$ cat src/rtl/irqbank_pkg.sv
package irqbank_pkg;

    localparam int LINES_PER_WORD = 32;
    localparam int MAX_WORDS      = 32;
    localparam int ADDR_W         = 9;
    localparam int BASE_W         = 10;
    localparam int CNT_W          = 6;
    localparam int NUM_MAPS       = 5;

    typedef enum logic [3:0] {
        WIN_EN_RAISE = 4'd0,
        WIN_EN_DROP  = 4'd1,
        WIN_PD_RAISE = 4'd2,
        WIN_PD_DROP  = 4'd3,
        WIN_AC_RAISE = 4'd4,
        WIN_AC_DROP  = 4'd5,
        WIN_GROUP    = 4'd6,
        WIN_GMOD     = 4'd7
    } win_e;

    typedef enum logic [1:0] {
        OP_NONE  = 2'd0,
        OP_RAISE = 2'd1,
        OP_DROP  = 2'd2,
        OP_LOAD  = 2'd3
    } map_op_e;

    typedef struct packed {
        logic              rd_valid;
        logic [31:0]       rd_data;
        logic              upd_valid;
        logic [BASE_W-1:0] upd_base;
    } out_regs_t;

endpackage

$ cat src/rtl/irqbank_decode.sv
module irqbank_decode
    import irqbank_pkg::*;
#(
    parameter int NWORDS = 8
) (
    input  logic [ADDR_W-1:0] addr,
    input  logic              is_write,
    input  logic              secure,
    input  logic              sec_disable,
    output logic [2:0]        map_sel,
    output map_op_e           op,
    output logic [4:0]        word,
    output logic              access_ok
);
    logic [3:0] win;
    logic       in_impl;
    logic       above_low;

    always_comb begin
        win       = addr[8:5];
        word      = addr[4:0];
        in_impl   = int'(word) < NWORDS;
        above_low = word != 5'd0;
        map_sel   = 3'd0;
        op        = OP_NONE;
        access_ok = 1'b0;
        case (win)
            WIN_EN_RAISE, WIN_EN_DROP,
            WIN_PD_RAISE, WIN_PD_DROP,
            WIN_AC_RAISE, WIN_AC_DROP: begin
                map_sel   = {1'b0, win[2:1]};
                access_ok = in_impl;
                op        = win[0] ? OP_DROP : OP_RAISE;
            end
            WIN_GROUP: begin
                map_sel   = 3'd3;
                access_ok = in_impl && above_low && (secure || sec_disable);
                op        = OP_LOAD;
            end
            WIN_GMOD: begin
                map_sel   = 3'd4;
                access_ok = in_impl && above_low && secure && !sec_disable;
                op        = OP_LOAD;
            end
            default: begin
                map_sel   = 3'd0;
                access_ok = 1'b0;
                op        = OP_NONE;
            end
        endcase
        if (!is_write || !access_ok) begin
            op = OP_NONE;
        end
    end

endmodule

$ cat src/rtl/irqbank_bitmap.sv
module irqbank_bitmap
    import irqbank_pkg::*;
#(
    parameter int NWORDS = 8
) (
    input  logic        clk,
    input  logic        rst_n,
    input  map_op_e     op,
    input  logic [4:0]  word,
    input  logic [31:0] wdata,
    output logic [31:0] rd_word,
    output logic        hit
);
    localparam int IW = (NWORDS > 1) ? $clog2(NWORDS) : 1;

    logic [NWORDS-1:0][31:0] map_d, map_q;
    logic [IW-1:0]           idx;
    logic                    in_rng;

    always_comb begin
        idx     = word[IW-1:0];
        in_rng  = int'(word) < NWORDS;
        map_d   = map_q;
        hit     = 1'b0;
        rd_word = in_rng ? map_q[idx] : 32'd0;
        if (in_rng && op != OP_NONE) begin
            case (op)
                OP_RAISE: map_d[idx] = map_q[idx] | wdata;
                OP_DROP:  map_d[idx] = map_q[idx] & ~wdata;
                OP_LOAD:  map_d[idx] = wdata;
                default:  map_d[idx] = map_q[idx];
            endcase
            hit = (op == OP_LOAD) || (map_d[idx] != map_q[idx]);
        end
    end

    always_ff @(posedge clk or negedge rst_n) begin
        if (!rst_n) begin
            map_q <= '0;
        end else begin
            map_q <= map_d;
        end
    end

    AST_RAISE_KEEPS_BITS: assert property (@(posedge clk) disable iff (!rst_n)
        (op == OP_RAISE) |=> (($past(map_q) & ~map_q) == '0));
    AST_DROP_ADDS_NONE: assert property (@(posedge clk) disable iff (!rst_n)
        (op == OP_DROP) |=> ((map_q & ~$past(map_q)) == '0));
    AST_IDLE_HOLDS: assert property (@(posedge clk) disable iff (!rst_n)
        (op == OP_NONE) |=> $stable(map_q));

endmodule

$ cat src/rtl/irqbank_top.sv
module irqbank_top
    import irqbank_pkg::*;
#(
    parameter int NUM_IRQ = 256
) (
    input  logic              clk,
    input  logic              rst_n,
    input  logic              sec_disable,
    input  logic              req_valid,
    input  logic              req_write,
    input  logic              req_secure,
    input  logic [8:0]        req_addr,
    input  logic [31:0]       req_wdata,
    output logic              rd_valid,
    output logic [31:0]       rd_data,
    output logic              upd_valid,
    output logic [9:0]        upd_base,
    output logic [5:0]        upd_count
);
    localparam int NWORDS = NUM_IRQ / LINES_PER_WORD;

    logic [2:0]  map_sel;
    map_op_e     dec_op;
    logic [4:0]  word;
    logic        access_ok;

    logic [NUM_MAPS-1:0][31:0] rd_words;
    logic [NUM_MAPS-1:0]       hits;

    out_regs_t   regs_d, regs_q;

    irqbank_decode #(.NWORDS(NWORDS)) u_decode (
        .addr        (req_addr),
        .is_write    (req_valid && req_write),
        .secure      (req_secure),
        .sec_disable (sec_disable),
        .map_sel     (map_sel),
        .op          (dec_op),
        .word        (word),
        .access_ok   (access_ok)
    );

    for (genvar g = 0; g < NUM_MAPS; g++) begin : g_map
        map_op_e map_op;
        assign map_op = (map_sel == 3'(g)) ? dec_op : OP_NONE;
        irqbank_bitmap #(.NWORDS(NWORDS)) u_map (
            .clk     (clk),
            .rst_n   (rst_n),
            .op      (map_op),
            .word    (word),
            .wdata   (req_wdata),
            .rd_word (rd_words[g]),
            .hit     (hits[g])
        );
    end

    always_comb begin
        regs_d           = regs_q;
        regs_d.rd_valid  = req_valid && !req_write;
        regs_d.rd_data   = (req_valid && !req_write && access_ok)
                           ? rd_words[map_sel] : 32'd0;
        regs_d.upd_valid = |hits;
        regs_d.upd_base  = (|hits) ? {word, 5'd0} : regs_q.upd_base;
    end

    always_ff @(posedge clk or negedge rst_n) begin
        if (!rst_n) begin
            regs_q <= '0;
        end else begin
            regs_q <= regs_d;
        end
    end

    assign rd_valid  = regs_q.rd_valid;
    assign rd_data   = regs_q.rd_data;
    assign upd_valid = regs_q.upd_valid;
    assign upd_base  = regs_q.upd_base;
    assign upd_count = 6'(LINES_PER_WORD);

    AST_READ_LATENCY: assert property (@(posedge clk) disable iff (!rst_n)
        (req_valid && !req_write) |=> rd_valid);
    AST_UPD_NEEDS_WRITE: assert property (@(posedge clk) disable iff (!rst_n)
        upd_valid |-> $past(req_valid && req_write));
    AST_UPD_WORD_ALIGNED: assert property (@(posedge clk) disable iff (!rst_n)
        upd_valid |-> (upd_base[4:0] == 5'd0));
    AST_GROUP_NS_HIDDEN: assert property (@(posedge clk) disable iff (!rst_n)
        (req_valid && !req_write && !req_secure && !sec_disable
         && req_addr[8:5] == WIN_GROUP) |=> (rd_data == 32'd0));
    AST_GMOD_SD_HIDDEN: assert property (@(posedge clk) disable iff (!rst_n)
        (req_valid && !req_write && sec_disable
         && req_addr[8:5] == WIN_GMOD) |=> (rd_data == 32'd0));
    AST_UNUSED_WIN_ZERO: assert property (@(posedge clk) disable iff (!rst_n)
        (req_valid && req_addr[8] && !req_write) |=> (rd_data == 32'd0));

endmodule

$ cat config.mk
export PLATFORM = sky130hd
export DESIGN_NAME = irqbank_top
export DESIGN_NICKNAME = d
export VERILOG_FILES = /design/src/rtl/irqbank_pkg.sv /design/src/rtl/irqbank_decode.sv /design/src/rtl/irqbank_bitmap.sv /design/src/rtl/irqbank_top.sv
export SDC_FILE = /design/constraint.sdc
export NUM_CORES = 2
export LEC_CHECK = 0
export BUFFER_PORTS_ARGS = -buffer_cell sky130_fd_sc_hd__buf_2
export CORE_AREA = 2 2 244 486
export CTS_CLUSTER_SIZE = 8
export DETAILED_ROUTE_END_ITERATION = 10
export DIE_AREA = 0 0 246 488
export PLACE_DENSITY = 0.72
export SLEW_MARGIN = 15
export SYNTH_ARGS = -nofsm -noshare
export SYNTH_HDL_FRONTEND = slang
export SYNTH_SLANG_ARGS = --single-unit
$ cat constraint.sdc
create_clock -name clk -period 3.1 [get_ports clk]
set_clock_uncertainty 0.2 [all_clocks]
set_input_delay 0.465 -clock clk [delete_from_list [all_inputs] [get_ports clk]]
set_output_delay 0.465 -clock clk [all_outputs]
set_load 0.02 [all_outputs]
==> summary.txt, run 1 <==
Status
  – Outcome: stopped before the end
  – Fail Step: global routing
  – Run-stopping error: [ERROR GRT-0116] Global routing finished with congestion. Check the congestion regions in the DRC Viewer.

Global routing
  – Global-route wire length before repair: between 500 and 600 mm
  – Via count of the first global-routing pass: just under 80000
  – Largest net degree at the start of global routing: between 100 and 150
  – Aggregate global routing overflow: 30
  – Global-route usage over all layers: ~70%

Logic synthesis
  – Largest cells by area after synthesis: dfrtp_1 (50%), o21ai_0 (6.1%), a22o_1 (5.5%), mux2_2 (5.3%), nand2_1 (5.1%)
  – Post-synthesis area per instance: around 10 sq um
  – Post-synthesis async set-or-reset flop share: 100.0%
  – Post-synth top area share: between 50% and 60%
  – Post-synthesis instance area: ~66000 sq um
  – EDFF count, synth: 0
  – Yosys top cell by area: dfrtp_1
  – Synthesis-stage register bit count: around 1300
  – Dominant synthesized flop cell: dfrtp_1
  – Synthesized netlist cell count: about 6500
  – Share of the yosys chip area belonging to registers: around half
  – Library cells used by synthesis: about 110
  – YS warnings: 0

Clock network
  – Max H-tree Level: 4
  – Maximum number of buffers from clock root to sink: 3
  – Inserted Clock Buffers: around 180
  – Count of clock tree sinks: around 1300
  – CTS root buffer: clkbuf_16

Placed design
  – Detail Placement HPWL: between 200 and 300 mm
  – Number of input and output port buffers inserted: between 80 and 90
  – Placed cells: a little over 9000
  – Last weighted congestion value of the routability-driven placer: 1.194

Floorplan
  – Die width: approximately 250 um
  – IO Pins: 97
  – Die outline height: 488 um
  – Starting density of the core: 56.58%
  – Standard-cell row count: 177
## logic make-up after synthesis
family | after synthesis | synth area share [%]
flops | 1319 | 50.18
compound gates | 2353 | 23.57
xor+xnor | 23 | 0.3062
mux | 579 | 10.89
simple gates | 1518 | 10.12
other cells | 2 | 0.01142
buf+inv | 727 | 4.917
## timing repair
action                                  CTS
hold buffers                              8
endpoints found under the setup margin   60
buffers inserted                          7
gates resized for setup                  78
endpoints found under the hold margin   847
pin swaps                                16
cloned                                    1
## metrics by stage
stage | cell area (sq um) | worst slack [ns] | utilization (%)
CTS | 85270 | -0.7054 | 73.34
detailed placement | 79670 | -2.233 | 68.52
global placement | 79660 | -2.234 | 68.51
floorplan | 66230 | -0.4727 | -
## routing by layer
metal,overflow,track usage (%)
met5,0,7.084
met4,18,73.62
met2,12,92.07
met3,0,44.38
met1,0,71.34
## synth_stat cells, types with 53 or more instances
cell      number
o211ai_1      55
mux4_2        78
a22o_1       412
a21oi_1      328
nor2_1       276
o21ai_0      805
clkbuf_1     423
o221ai_1      96
dfrtp_1     1319
nand2_1      892
mux2_2       311
nand3_1       53
buf_2        119
buf_1         81
o22ai_1      222
nor3_1        59
mux2i_1      186
==> run 2: changes to the inputs <==
Settings changed: CORE_AREA 2 2 244 486 to 2 2 409 411, CTS_CLUSTER_SIZE 8 to unset, DIE_AREA 0 0 246 488 to 0 0 411 413, PLACE_DENSITY 0.72 to unset, PLACE_DENSITY_LB_ADDON set to 0.15.
Clock period 3.1 ns to 4 ns, I/O delays scaled along.
==> summary.txt, run 2 <==
Timing
  – Shortest period the worst path allows: slightly above 4 ns
  – Final setup violating endpoints: 5
  – Setup repair after global routing missed its margin: yes
  – Slew at the pin with the worst max-slew slack: 1.233 ns
  – Final worst slack: -0.08495 ns
  – Worst rel slew slack: approximately 18%
  – Number of failing hold endpoints at the final stage: 0
  – Final worst-path cycle share: 102.1%
  – Number of max-slew violations in the final report: 0
  – Fmax: 0.2448 GHz
  – Fin Hold WS: roughly 0.12 ns

Logic synthesis
  – Largest cells by area after synthesis: dfrtp_1 (50%), o21ai_0 (6.1%), a22o_1 (5.5%), mux2_2 (5.3%), nand2_1 (5.1%)
  – Library cell with the highest instance count after synthesis: dfrtp_1
  – Yosys top cell by area: dfrtp_1
  – Post-synthesis area per instance: just over 10 sq um
  – Dominant synthesized flop cell: dfrtp_1
  – YS warnings: 0
  – Synthesized netlist cell count: 6521
  – Post-synth top area share: roughly 50%
  – EDFF count, synth: 0
  – Share of the yosys chip area belonging to registers: 50.18%
  – Synthesis-stage register bit count: ~1300
  – Post-synthesis instance area: around 66000 sq um
  – Most numerous cell types in the synthesized netlist: dfrtp_1 (1319), nand2_1 (892), o21ai_0 (805)
  – Post-synthesis async set-or-reset flop share: 100.0%
  – Library cells used by synthesis: roughly 110

Global routing
  – Global-route wire length before repair: between 400 and 500 mm
  – Largest net degree at the start of global routing: between 100 and 150
  – Global-route usage over all layers: 41.85%
  – Antenna violations before repair: 32
  – Via count of the first global-routing pass: between 60000 and 70000
  – Aggregate global routing overflow: 0

Clock network
  – CTS root buffer: clkbuf_16
  – Max H-tree Level: 4
  – TritonCTS clock tree: done
  – Count of clock tree sinks: about 1300
  – Inserted Clock Buffers: ~150
  – Clock slew at the register clock pins of the worst setup and hold paths: about 0.060 ns
  – Maximum number of buffers from clock root to sink: 3
  – Clock network latency to the later pin of the worst-skew pair: roughly 0.9 ns

Status
  – Outcome: finished with violations
  – Failing checks: setup timing

Routing
  – Routed Antenna Nets: 0
  – Vias/cell: roughly 6.5
  – Wirelength, routed: around 360 mm
  – Wire per inst: 37.12 um
  – Number of vias after detailed routing: roughly 63000
  – 1st-iter DRT viols: 7915
  – First-pass iteration count of the detailed router: 6
  – Count of unresolved DRC violations after routing: 0

Cells and area
  – Utilization after layout: 49.93%
  – Syn-to-layout area delta: 25.92%
  – Register ranked first by flip-flop count: g_map.u_map.map_q
  – Share of layout cells above drive strength 1: between 20% and 30%
  – Filler instances: 15514
  – Top library cells by usage in the layout, fill and taps aside: dfrtp_1 (1319), buf_4 (1126), nand2_1 (878)
  – Net count of the finished layout: around 7400
  – Largest register FFs: 1280
  – Most common cell after layout, fill and taps aside: dfrtp_1
  – Final std cell area, no fill: between 80000 and 90000 sq um
  – Number of non-filler instances in the completed layout: roughly 9700

Critical path
  – Data required time of the critical path: between 4 and 5 ns
  – Type of element launching the critical path: input port
  – Capturing point of the worst reg2reg path: upd_base[9]
  – Worst setup EP type: flip-flop
  – Worst reg2reg setup slack: -0.04 ns
  – Largest fanout on the critical path: 12
  – Critical path arrival: 4.62 ns
  – Logic depth of the worst register-to-register path: 13
  – Worst reg2reg startpoint: g_map[2].u_map.map_q[126]
  – Crit Path Class: input port to flip-flop

Min path
  – Hold Path Cell Cnt: 2
  – Min-Delay Path Class: input port to flip-flop
  – Worst Hold End: g_map[4].u_map.map_q[166]
  – Startpoint of the worst hold path: req_wdata[6]

Floorplan
  – Starting density of the core: about two fifths
  – Die outline height: just over 400 um
  – IO Pins: 97
  – Standard-cell row count: 150
  – Area inside the core boundary: approximately 170000 sq um
  – Area of the die: about 170000 sq um
  – Die width: approximately 410 um

Placed design
  – Placed instance area: between 70000 and 80000 sq um
  – Placed cells: 9385
  – Last weighted congestion value of the routability-driven placer: a little over 1
  – Number of input and output port buffers inserted: 85
  – Detail Placement HPWL: 261.2 mm

Power and ir drop
  – Power per unit of standard cell area: roughly 410 nW/um^2
  – Leakage dissipation: approximately 38 nW
  – Worst voltage drop across the vdd grid: around 470 uV
  – Post-route total power: around 34 mW

Flow run
  – Maxcap violations: 0
run 2: cell counts after synthesis:
No cell type changed its count.
run 2: worst max-delay path by stage:
| stage | start | endpoint | slack, ns | cells past startpoint |
|---|---|---|---|---|
| after CTS | req_addr[0] | upd_base[9] | 0.01 | 16 |
| after global routing | req_addr[1] | upd_base[8] | -0.003 | 17 |
| final | req_addr[0] | upd_base[9] | -0.08 | 16 |
| after detailed placement | req_addr[0] | upd_base[6] | -1.26 | 16 |
| after floorplan | req_addr[0] | upd_base[6] | 0.18 | 15 |
| after global placement | req_addr[8] | upd_base[9] | -1.29 | 16 |
run 2: power by group:
| part | switching [mW] | internal (mW) |
|---|---|---|
| registers | 0.373 | 14.0 |
| logic | 3.43 | 1.88 |
| clock network | 6.22 | 8.11 |
| total | 10.0 | 24.0 |
run 2: final cells by class:
| cell class | count | area, sq um | area share [%] |
|---|---|---|---|
| Sequential cell | 1319 | 33010 | 39.85 |
| Multi-Input combinational cell | 4484 | 30000 | 36.22 |
| Timing Repair Buffer | 1361 | 11860 | 14.32 |
| Clock buffer | 211 | 4299 | 5.190 |
| Tap cell | 2204 | 2758 | 3.329 |
| Clock inverter | 59 | 750.7 | 0.9063 |
| Inverter | 31 | 118.9 | 0.1435 |
| Antenna cell | 14 | 35.03 | 0.04230 |
run 2: what timing repair did:
action,4_1_cts,5_1_grt
hold buffers,6,0
cloned,0,3
resized for setup,17,29
pin swaps,1,13
buffers inserted,0,5
setup endpoints to repair,6,5
hold endpoints to repair,70,0
run 2: metrics by stage:
step | TNS, ns | worst slack, ns
2_1_floorplan | 0 | 0.1829
3_3_place_gp | -9.327 | -1.289
3_5_place_dp | -9.330 | -1.259
4_1_cts | 0 | 0.01485
5_1_grt | -0.006138 | -0.003372
6_report | -0.3713 | -0.08495
run 2: metal layers:
layer,vias up,global-route usage [%],wire length [um]
met5,-,0,188
met4,28,21.80,22100
met3,967,10.38,35640
met2,3674,61.56,153500
met1,32105,56.99,148000
li1,25742,-,-
run 2: kinds of logic after synthesis:
| family | synth area share (%) |
|---|---|
| AOI/OAI and AO/OA | 23.57 |
| and+or+nand+nor | 10.12 |
| DFF | 50.18 |
| buffers and inverters | 4.917 |
| muxes | 10.89 |
| xor gates and xnor gates | 0.3062 |
| other | 0.01142 |
run 2: worst max-delay path, cell delays in order:
cell and delay, ns:
buf_8 0.21, buf_12 0.23, buf_12 0.20, mux4_2 0.51, nand2_1 0.08, nand2_1 0.18, buf_4 0.25, a32o_1 0.31
o21bai_1 0.39, buf_4 0.19, nand4_1 0.18, nor4_4 0.34, and4_2 0.33, nand4_4 0.11, buf_12 0.17, mux2_1 0.30
(Power assumes the default switching activity.)
